**src/rtl/mws_pkg.sv**
```systemverilog
package mws_pkg;

    // Controller states of the store sequencer
    typedef enum logic [2:0] {
        ST_IDLE   = 3'd0,
        ST_FETCH  = 3'd1,
        ST_LOAD   = 3'd2,
        ST_WRITE  = 3'd3,
        ST_FINISH = 3'd4
    } mws_state_t;

    localparam int unsigned MWS_XLEN      = 64;
    localparam int unsigned MWS_WORD_W    = 32;
    localparam int unsigned MWS_DISP_W    = 16;
    localparam int unsigned MWS_REG_COUNT = 32;

endpackage

```
**src/rtl/mws_ctrl.sv**
```systemverilog
module mws_ctrl
    import mws_pkg::*;
(
    input  logic       clk,
    input  logic       rst_n,
    input  logic       start,
    input  logic       mem_ready,
    input  logic       idx_last,
    output logic       launch,
    output logic       capture,
    output logic       advance,
    output logic       mem_valid,
    output logic       busy,
    output logic       done
);

    mws_state_t state_q;
    mws_state_t state_d;

    // State register
    always_ff @(posedge clk or negedge rst_n) begin
        if (!rst_n) begin
            state_q <= ST_IDLE;
        end else begin
            state_q <= state_d;
        end
    end

    // Next-state logic
    always_comb begin
        state_d = state_q;
        unique case (state_q)
            ST_IDLE: begin
                if (start) begin
                    state_d = ST_FETCH;
                end
            end
            ST_FETCH: begin
                state_d = ST_LOAD;
            end
            ST_LOAD: begin
                state_d = ST_WRITE;
            end
            ST_WRITE: begin
                if (mem_ready) begin
                    state_d = idx_last ? ST_FINISH : ST_FETCH;
                end
            end
            ST_FINISH: begin
                state_d = ST_IDLE;
            end
            default: begin
                state_d = ST_IDLE;
            end
        endcase
    end

    // Output decode
    always_comb begin
        launch    = 1'b0;
        capture   = 1'b0;
        advance   = 1'b0;
        mem_valid = 1'b0;
        busy      = 1'b0;
        done      = 1'b0;
        unique case (state_q)
            ST_IDLE: begin
                launch = start;
            end
            ST_FETCH: begin
                busy = 1'b1;
            end
            ST_LOAD: begin
                busy    = 1'b1;
                capture = 1'b1;
            end
            ST_WRITE: begin
                busy      = 1'b1;
                mem_valid = 1'b1;
                advance   = mem_ready;
            end
            ST_FINISH: begin
                busy = 1'b1;
                done = 1'b1;
            end
            default: begin
                busy = 1'b0;
            end
        endcase
    end

endmodule

```
**src/rtl/mws_addr_gen.sv**
```systemverilog
module mws_addr_gen #(
    parameter int unsigned XLEN   = 64,
    parameter int unsigned DISP_W = 16,
    parameter int unsigned IDX_W  = 5,
    parameter int unsigned STEP   = 4
) (
    input  logic              clk,
    input  logic              rst_n,
    input  logic              launch,
    input  logic              advance,
    input  logic [IDX_W-1:0]  ra_idx,
    input  logic [XLEN-1:0]   ra_val,
    input  logic [DISP_W-1:0] disp,
    output logic [XLEN-1:0]   addr
);

    localparam logic [XLEN-1:0] STEP_V = XLEN'(STEP);

    logic [XLEN-1:0] base;
    logic [XLEN-1:0] disp_ext;

    // Base register index zero stands for a literal zero base
    assign base = (ra_idx == '0) ? '0 : ra_val;

    generate
        if (DISP_W < XLEN) begin : g_sext
            assign disp_ext = {{(XLEN-DISP_W){disp[DISP_W-1]}}, disp};
        end else begin : g_trunc
            assign disp_ext = disp[XLEN-1:0];
        end
    endgenerate

    always_ff @(posedge clk or negedge rst_n) begin
        if (!rst_n) begin
            addr <= '0;
        end else if (launch) begin
            addr <= base + disp_ext;
        end else if (advance) begin
            addr <= addr + STEP_V;
        end
    end

endmodule

```
**src/rtl/mws_idx_ctr.sv**
```systemverilog
module mws_idx_ctr #(
    parameter int unsigned REG_COUNT = 32,
    parameter int unsigned IDX_W     = 5
) (
    input  logic             clk,
    input  logic             rst_n,
    input  logic             launch,
    input  logic             advance,
    input  logic [IDX_W-1:0] start_reg,
    output logic [IDX_W-1:0] idx,
    output logic             idx_last
);

    localparam logic [IDX_W-1:0] LAST_IDX = IDX_W'(REG_COUNT - 1);

    always_ff @(posedge clk or negedge rst_n) begin
        if (!rst_n) begin
            idx <= '0;
        end else if (launch) begin
            idx <= start_reg;
        end else if (advance) begin
            idx <= idx + 1'b1;
        end
    end

    assign idx_last = (idx == LAST_IDX);

endmodule

```
**src/rtl/mws_word_hold.sv**
```systemverilog
module mws_word_hold #(
    parameter int unsigned XLEN   = 64,
    parameter int unsigned WORD_W = 32
) (
    input  logic              clk,
    input  logic              rst_n,
    input  logic              capture,
    input  logic [XLEN-1:0]   rf_data,
    output logic [WORD_W-1:0] word
);

    logic [WORD_W-1:0] low_word;

    generate
        if (WORD_W < XLEN) begin : g_slice
            assign low_word = rf_data[WORD_W-1:0];
        end else begin : g_zext
            assign low_word = WORD_W'(rf_data);
        end
    endgenerate

    always_ff @(posedge clk or negedge rst_n) begin
        if (!rst_n) begin
            word <= '0;
        end else if (capture) begin
            word <= low_word;
        end
    end

endmodule

```
**src/rtl/multi_word_store_seq.sv**
```systemverilog
module multi_word_store_seq
    import mws_pkg::*;
#(
    parameter int unsigned XLEN      = MWS_XLEN,
    parameter int unsigned WORD_W    = MWS_WORD_W,
    parameter int unsigned DISP_W    = MWS_DISP_W,
    parameter int unsigned REG_COUNT = MWS_REG_COUNT,
    localparam int unsigned IDX_W    = $clog2(REG_COUNT),
    localparam int unsigned STEP     = WORD_W / 8
) (
    input  logic              clk,
    input  logic              rst_n,
    input  logic              start,
    input  logic [IDX_W-1:0]  start_reg,
    input  logic [IDX_W-1:0]  ra_idx,
    input  logic [XLEN-1:0]   ra_val,
    input  logic [DISP_W-1:0] disp,
    output logic [IDX_W-1:0]  rf_idx,
    input  logic [XLEN-1:0]   rf_data,
    output logic              mem_valid,
    input  logic              mem_ready,
    output logic [XLEN-1:0]   mem_addr,
    output logic [WORD_W-1:0] mem_data,
    output logic              busy,
    output logic              done
);

    logic launch;
    logic capture;
    logic advance;
    logic idx_last;

    mws_ctrl u_ctrl (
        .clk       (clk),
        .rst_n     (rst_n),
        .start     (start),
        .mem_ready (mem_ready),
        .idx_last  (idx_last),
        .launch    (launch),
        .capture   (capture),
        .advance   (advance),
        .mem_valid (mem_valid),
        .busy      (busy),
        .done      (done)
    );

    mws_addr_gen #(
        .XLEN   (XLEN),
        .DISP_W (DISP_W),
        .IDX_W  (IDX_W),
        .STEP   (STEP)
    ) u_addr (
        .clk     (clk),
        .rst_n   (rst_n),
        .launch  (launch),
        .advance (advance),
        .ra_idx  (ra_idx),
        .ra_val  (ra_val),
        .disp    (disp),
        .addr    (mem_addr)
    );

    mws_idx_ctr #(
        .REG_COUNT (REG_COUNT),
        .IDX_W     (IDX_W)
    ) u_idx (
        .clk       (clk),
        .rst_n     (rst_n),
        .launch    (launch),
        .advance   (advance),
        .start_reg (start_reg),
        .idx       (rf_idx),
        .idx_last  (idx_last)
    );

    mws_word_hold #(
        .XLEN   (XLEN),
        .WORD_W (WORD_W)
    ) u_hold (
        .clk     (clk),
        .rst_n   (rst_n),
        .capture (capture),
        .rf_data (rf_data),
        .word    (mem_data)
    );

endmodule

```
**config.mk**
```make
export PLATFORM = sky130hd
export DESIGN_NAME = multi_word_store_seq
export DESIGN_NICKNAME = d
export VERILOG_FILES = /design/src/rtl/mws_pkg.sv /design/src/rtl/mws_ctrl.sv /design/src/rtl/mws_addr_gen.sv /design/src/rtl/mws_idx_ctr.sv /design/src/rtl/mws_word_hold.sv /design/src/rtl/multi_word_store_seq.sv
export SDC_FILE = /design/constraint.sdc
export NUM_CORES = 1
export LEC_CHECK = 0
export BUFFER_PORTS_ARGS = -buffer_cell sky130_fd_sc_hd__buf_2
export CAP_MARGIN = 40
export CORE_UTILIZATION = 35
export CTS_BUF_LIST = sky130_fd_sc_hd__clkbuf_8 sky130_fd_sc_hd__clkbuf_16
export DETAILED_ROUTE_END_ITERATION = 10
export HOLD_SLACK_MARGIN = 0.06
export PLACE_DENSITY = 0.63
export SLEW_MARGIN = 0
export SYNTH_ARGS = -nofsm -noshare
export SYNTH_HDL_FRONTEND = slang
export SYNTH_HIERARCHICAL = 1
export SYNTH_SLANG_ARGS = --single-unit
export TNS_END_PERCENT = 10
```
**constraint.sdc**
```tcl
create_clock -name clk -period 8.45 [get_ports clk]
set_input_delay 1.69 -clock clk [delete_from_list [all_inputs] [get_ports clk]]
set_output_delay 1.69 -clock clk [all_outputs]
set_load 0.05 [all_outputs]
```
==> results of run 1 <==
## power by group through the flow
| stage | combinational (uW) | clock (uW) | sequential [uW] |
|---|---|---|---|
| after global routing | 2290 | 496 | 1020 |
| final | 2150 | 467 | 985 |
| after CTS | 2160 | 478 | 987 |
| after detailed placement | 2140 | 0 | 998 |
| after floorplan | 827 | 0 | 1810 |
| after global placement | 2130 | 0 | 985 |
## cells in the mapped netlist (32+ instances only)
cell type / number / area, um^2
a21o_1: 39 / 292.8
a21oi_1: 109 / 545.5
clkbuf_1: 38 / 142.6
dfrtp_1: 104 / 2603
ha_1: 66 / 825.8
nand2_1: 109 / 409.1
nand3_1: 38 / 190.2
nand4_1: 32 / 200.2
nor2_1: 96 / 360.4
nor2b_1: 65 / 406.6
o21ai_0: 45 / 225.2
xnor2_1: 68 / 595.6
xor2_1: 50 / 437.9
## critical path, stage by stage
cell and delay, ns:
buf_2 0.09, or4_1 0.60, nor2_4 0.38, buf_12 0.25
nor2b_1 0.07, ha_1 0.35, a21oi_1 0.26, o21ai_0 0.15
a41oi_1 0.41, nand4_1 0.27, a31oi_2 0.32, o21a_1 0.19
o21ai_1 0.09, a211o_2 0.37, a2111oi_2 0.31, nor3_1 0.09
## through the flow
step,instance area [um^2],cells,power [uW],hold WS (ns)
floorplan,9537,1137,2633,0.5092
global placement,10880,1657,3115,0.4757
detailed placement,10930,1660,3142,0.4894
CTS,11250,1676,3623,0.5078
global route,11250,1676,3809,0.5231
finish,11250,1676,3605,0.5000
## cell type report
type                            count  area (um^2)
Clock buffer                        9        225.2
Clock inverter                      7        95.09
Fill cell                        2769        15630
Inverter                           26        97.59
Multi-Input combinational cell    951         6555
Sequential cell                   104         2603
Tap cell                          341        426.7
Timing Repair Buffer              238         1249
## sequential cells by signal, indices dropped and copies added, names as in the netlist
register        cells
u_ctrl/state_q      3
u_addr/addr        64
u_idx/idx           5
u_hold/word        32
## layer usage
layer / vias up / routed length, um / GRT usage (%)
li1: 4432 / - / -
met1: 4221 / 13140 / 26.89
met2: 313 / 13100 / 33.73
met3: 31 / 1817 / 3.517
met4: 2 / 580 / 6.039
met5: - / 17 / 0
## final timing paths
kind | from | to
hold / removal | u_addr/addr[1] | u_addr/addr[1]
max in group asynchronous | rst_n | u_addr/addr[0]
setup reg to reg | u_ctrl/state_q[2] | u_addr/addr[49]
setup / recovery | ra_idx[0] | u_addr/addr[61]
min in group asynchronous | rst_n | u_hold/word[15]
hold reg to reg | u_addr/addr[1] | u_addr/addr[1]
## kinds of logic (layout without fill, tap and decap cells)
logic type / count (synthesis) / in the layout / synth area share [%]
and+or+nand+nor: 423 / 423 / 22.83
AOI/OAI and AO/OA: 300 / 300 / 19.86
xor gates and xnor gates: 118 / 118 / 10.84
DFF: 104 / 104 / 27.29
buffers and inverters: 82 / 280 / 4.172
adders and majority gates: 67 / 67 / 8.869
muxes: 43 / 43 / 6.140
==> summary.md, run 1 <==
| Metric | Value |
|---|---|
| Status | `completed` |
| Setup TNS | `0 ns` |
| CTS root buffer | `clkbuf_16` |
| Final Util | `41.86%` |
| Synth Area per Inst | `8.388 um^2` |
| Pre-CTS WS | `2.414 ns` |
| Clk Latency, worst-skew pair | `about 0.35 ns` |
| Clock transition at path regs | `0.08 ns` |
| Die area | `roughly 28000 um^2` |
| Pre-Repair DR Iteration Count | `5` |
| Synth Flop Type | `dfrtp_1` |
| DRC | `0` |
| IO Count | `262` |
| F_max | `176.1 MHz` |
| Hold Path Class | `reg2reg` |
| Fin. Hold Viols | `0` |
| Yosys warning count | `6` |
| Crit Path Class | `in2reg` |
| CTS-repair resized insts | `0` |
| Ant. Diodes | `0` |
| Syn Nets | `~1400` |
| Pint | `1667 uW` |
| Initial antenna violation count | `1` |
| Core Area | `26880 um^2` |
| Worst-Margin Slew | `0.7880 ns` |
| PortBufs | `229` |
| Final setup violation count | `0` |
| Period utilization | `about 67%` |
| Largest net degree at the start of global routing | `75` |
| Hold_buf cts | `0` |
| NetSw | `around 1900 uW` |
| Post-Route WL | `~29000 um` |
| Max-Cap Viols | `0` |
| First-pass GRT wire length | `between 40000 and 50000 um` |
| Required @ worst endpoint | `8.68 ns` |
| Most common cell after layout, fill and taps aside | `buf_2` |
| CTS H-Tree Depth | `3` |
| Crit. End Element | `flop` |
| Worst setup margin | `around 2.8 ns` |
| CTS Buf Count | `9` |
| Most frequent cells in the layout | `228 x buf_2, 109 x nand2_1, 109 x a21oi_1` |
| Initial Util | `a little over a third` |
| Final min period | `5.680 ns` |
| Vias in the first global route | `8515` |
| Grt ovf | `0` |
| Max-slew violations | `0` |
| Vias per cell | `5.369` |
| CP startpoint kind | `input port` |
| Yosys reg bits | `104` |
| Detailed Route Iter0 Violations | `610` |
| Sequential area share after synthesis | `between 20% and 30%` |
| Worst R2R Setup Slack | `4.45 ns` |
| Die X | `167.1 um` |
| Die Span Y | `167.1 um` |
| Layout Area Growth over Synthesis | `17.97%` |
| Worst R2R Path Depth | `11` |
| RD Place Congestion | `0.9098` |
| Hold Path Stages | `2` |
| Detailed placer's ending HPWL | `22910 um` |
| Layout cells sized above 1 | `24.19%` |
| DRT antenna net count | `0` |
| VDD IR-drop max | `0.0001698 V` |
| Row count | `60` |
| Clock network power share | `12.9%` |
| RSZ-0062 raised after global routing | `false` |
| Leak Pwr | `0.005184 uW` |
| Reg power frac | `between 20% and 30%` |
| Via count | `8999` |
| Synthesized cell area | `roughly 9500 um^2` |
| FFs w/ async S/R, synth | `100.0%` |
| Post-Syn Instances | `approximately 1100` |
| Post-CTS setup buffer count | `0` |
| Clk sink count | `around 100` |
| Pwr dens | `320.5 nW/um^2` |
| TritonCTS clock tree | `yes` |
| Final Skew | `0.01175 ns` |
| Combinational Power Share | `59.7%` |
| Slew HR | `47.28%` |
| Fin nets | `around 1600` |
| Total track usage | `20.33%` |
| Unique masters post-synth | `78` |
| Worst-path fanout max | `37` |
| Routed wire per std cell | `17.10 um` |
| Switching part of the total | `53.77%` |
| EDFF count, synth | `0` |
| CTS max path bufs | `2` |
| Arr. time, crit path | `5.91 ns` |
(Power assumes the default switching activity.)
==> inputs of run 2 (changes only) <==
--- a/config.mk
+++ b/config.mk
@@ -11,7 +11,7 @@
 export CTS_BUF_LIST = sky130_fd_sc_hd__clkbuf_8 sky130_fd_sc_hd__clkbuf_16
 export DETAILED_ROUTE_END_ITERATION = 10
 export HOLD_SLACK_MARGIN = 0.06
-export PLACE_DENSITY = 0.63
+export PLACE_DENSITY = 0.65
 export SLEW_MARGIN = 0
 export SYNTH_ARGS = -nofsm -noshare
 export SYNTH_HDL_FRONTEND = slang
==> constraint.sdc (replaced) <==
create_clock -name clk -period 4.75 [get_ports clk]
set_input_delay 0.95 -clock clk [delete_from_list [all_inputs] [get_ports clk]]
set_output_delay 0.95 -clock clk [all_outputs]
set_load 0.05 [all_outputs]
==> summary.md, run 2 (same netlist as run 1, synthesis figures left out) <==
| Metric | Value |
|---|---|
| Period utilization | `95.59%` |
| Crit. End Element | `flop` |
| Final Util | `44.46% (+2.6 points)` |
| Clock transition at path regs | `0.07 ns (about the same)` |
| Status | `completed` |
| Initial Util | `35.48% (unchanged)` |
| Via count | `9292 (+3.3%)` |
| Initial antenna violation count | `0 (-1)` |
| CTS root buffer | `clkbuf_16` |
| Hold Path Class | `reg2reg` |
| Hold Path Stages | `1 (-1)` |
| Vias in the first global route | `8984 (+5.5%)` |
| Bufs and invs on worst path | `4 (+2)` |
| Reg with most FFs | `u_addr/addr` |
| Pre-Repair DR Iteration Count | `5 (unchanged)` |
| Final non-filler cell total | `1772 (+5.7%)` |
| PortBufs | `229 (unchanged)` |
| Placed cells | `1756 (+5.8%)` |
| Worst R2R Path Depth | `12 (+1)` |
| First-pass GRT wire length | `47220 um (+4.5%)` |
| Crit Path Class | `in2reg` |
| Fin nets | `1651 (+6.2%)` |
| TritonCTS clock tree | `yes` |
| Vias per cell | `5.244 (-2.3%)` |
| Fin. Hold Viols | `0 (unchanged)` |
| Clk Latency, worst-skew pair | `0.36 ns (about the same)` |
| Die Span Y | `167.1 um (unchanged)` |
| Crit path to | `u_addr/addr[62]` |
| Final setup violation count | `0 (unchanged)` |
| Ant. Diodes | `0 (unchanged)` |
| Largest net degree at the start of global routing | `71 (-5.3%)` |
| Reg-to-Reg Start | `u_ctrl/state_q[2]` |
| Routed wire per std cell | `16.87 um (-1.3%)` |
| Final Skew | `0.01515 ns (+0.003402 ns)` |
| Core Area | `26880 um^2 (unchanged)` |
| Largest regs | `u_addr/addr x64, u_hold/word x32, u_idx/idx x5` |
| Detailed placer's ending HPWL | `24210 um (+5.7%)` |
| Row count | `60 (unchanged)` |
| Post-CTS setup buffer count | `0 (unchanged)` |
| F_max | `220.2 MHz` |
| Required @ worst endpoint | `5.01 ns (-3.67 ns)` |
| VDD IR-drop max | `0.0002520 V (+48%)` |
| Worst-Margin Slew | `0.7341 ns (-0.05391 ns)` |
| Final min period | `~4.5 ns` |
| Leak Pwr | `0.005636 uW (+8.7%)` |
| Most common cell after layout, fill and taps aside | `buf_2` |
| IO Count | `262 (unchanged)` |
| DRT antenna net count | `0 (unchanged)` |
| Max-slew violations | `0 (unchanged)` |
| Layout cells sized above 1 | `29.42% (+5.2 points)` |
| DRC | `0 (unchanged)` |
| Crit path max-delay family | `simple AND/OR/NAND/NOR gates` |
| CTS max path bufs | `2 (unchanged)` |
| Worst-path fanout max | `17 (-54%)` |
| Biggest cell delay along the critical path | `0.59 ns (about the same)` |
| CP cell instances | `buf_2 > or4_1 > nor2_4 > buf_12 > buf_4 > nor2b_1 > ha_1 > and2_1 > a41oi_1 > o21ai_1 > nand3b_1 > a2111oi_2 > buf_4 > o211a_1 > o21ai_1 > and4b_1 > nor3_1` |
| Detailed Route Iter0 Violations | `543 (-11%)` |
| CTS H-Tree Depth | `3 (unchanged)` |
| Critical Path Stages | `17 (+1)` |
| Arr. time, crit path | `4.80 ns (-1.11 ns)` |
| RSZ-0062 raised after global routing | `false` |
| Die area | `27910 um^2 (unchanged)` |
| CP startpoint kind | `input port` |
| RD Place Congestion | `0.8863 (-2.6%)` |
| Die X | `167.1 um (unchanged)` |
| Worst R2R Setup Slack | `1.30 ns (-3.15 ns)` |
| Clk sink count | `104 (unchanged)` |
| Hold_buf cts | `0 (unchanged)` |
| Slew HR | `50.80% (+3.5 points)` |
| CTS Buf Count | `9 (unchanged)` |
| Total track usage | `21.28% (+0.95 points)` |
| Pwr dens | `540.3 nW/um^2 (+69%)` |
| Post-Route WL | `29900 um (+4.3%)` |
| Most frequent cells in the layout | `228 x buf_2, 109 x nand2_1, 109 x a21oi_1` |
| Max reg flops | `64 (unchanged)` |
| Layout Area Growth over Synthesis | `25.30%` |
| CP Launch Point | `ra_idx[0]` |
| Critical-path top delay cell | `or4_1` |
| R2r endpoint | `u_addr/addr[62]` |
| Max-Cap Viols | `0 (unchanged)` |
| Grt ovf | `0 (unchanged)` |
[run 2: changes by cell type in the layout (fill, tap and decap cells not counted), sizes merged]
| cell | change |
|---|---|
| clkinvlp | -1 |
| clkbuf | +1 |
| clkinv | +2 |
| buf | +96 |
| bufinv | -2 |
[run 2: final cells by class]
class,instances,area (um^2)
tap,341,426.7
clock buffer,10,239.0
fill,2719,14930
multi-input combinational,951,6561
sequential,104,2603
inverter,26,97.59
clock inverter,6,52.55
timing repair buffer,334,1969
[run 2: worst min path at each step]
stage | slack, ns | end | from
after floorplan | 0.51 | u_ctrl/state_q[0] | u_ctrl/state_q[2]
final | 0.50 | u_addr/addr[0] | u_addr/addr[0]
after global routing | 0.52 | u_hold/word[10] | u_hold/word[10]
after CTS | 0.51 | u_addr/addr[0] | u_addr/addr[0]
after detailed placement | 0.49 | u_hold/word[13] | u_hold/word[13]
after global placement | 0.48 | u_addr/addr[1] | u_addr/addr[1]
[run 2: repair_timing]
action / 4_1_cts / 5_1_grt
endpoints found under the setup margin: 0 / 2
hold endpoints to repair: 0 / 0
resized for setup: 0 / 2
[run 2: metrics by stage]
stage / setup WS, ns / TNS [ns] / hold WS [ns] / power, uW / cell area [um^2]
2_1_floorplan: 0.1782 / 0 / 0.5092 / 4683 / 9537
3_3_place_gp: -0.07974 / -0.1938 / 0.4838 / 5657 / 11620
6_report: 0.2096 / 0 / 0.5000 / 6456 / 11950
4_1_cts: 0.2600 / 0 / 0.5063 / 6487 / 11940
5_1_grt: 0.001647 / 0 / 0.5172 / 6819 / 11950
3_5_place_dp: -0.09533 / -0.2644 / 0.4864 / 5715 / 11650
[run 2: metal layers]
metal | vias up | wire length, um | GRT usage, %
met2 | 319 | 13820 | 35.55
li1 | 4626 | - | -
met5 | - | 0 | 0
met3 | 34 | 1878 | 3.660
met1 | 4313 | 13580 | 27.99
met4 | 0 | 618 | 6.240
[run 2: report_power, final]
part           switching [uW]  internal [uW]  total [uW]
sequential                442           1330        1770
clock                     368            378         747
combinational            2670           1270        3940
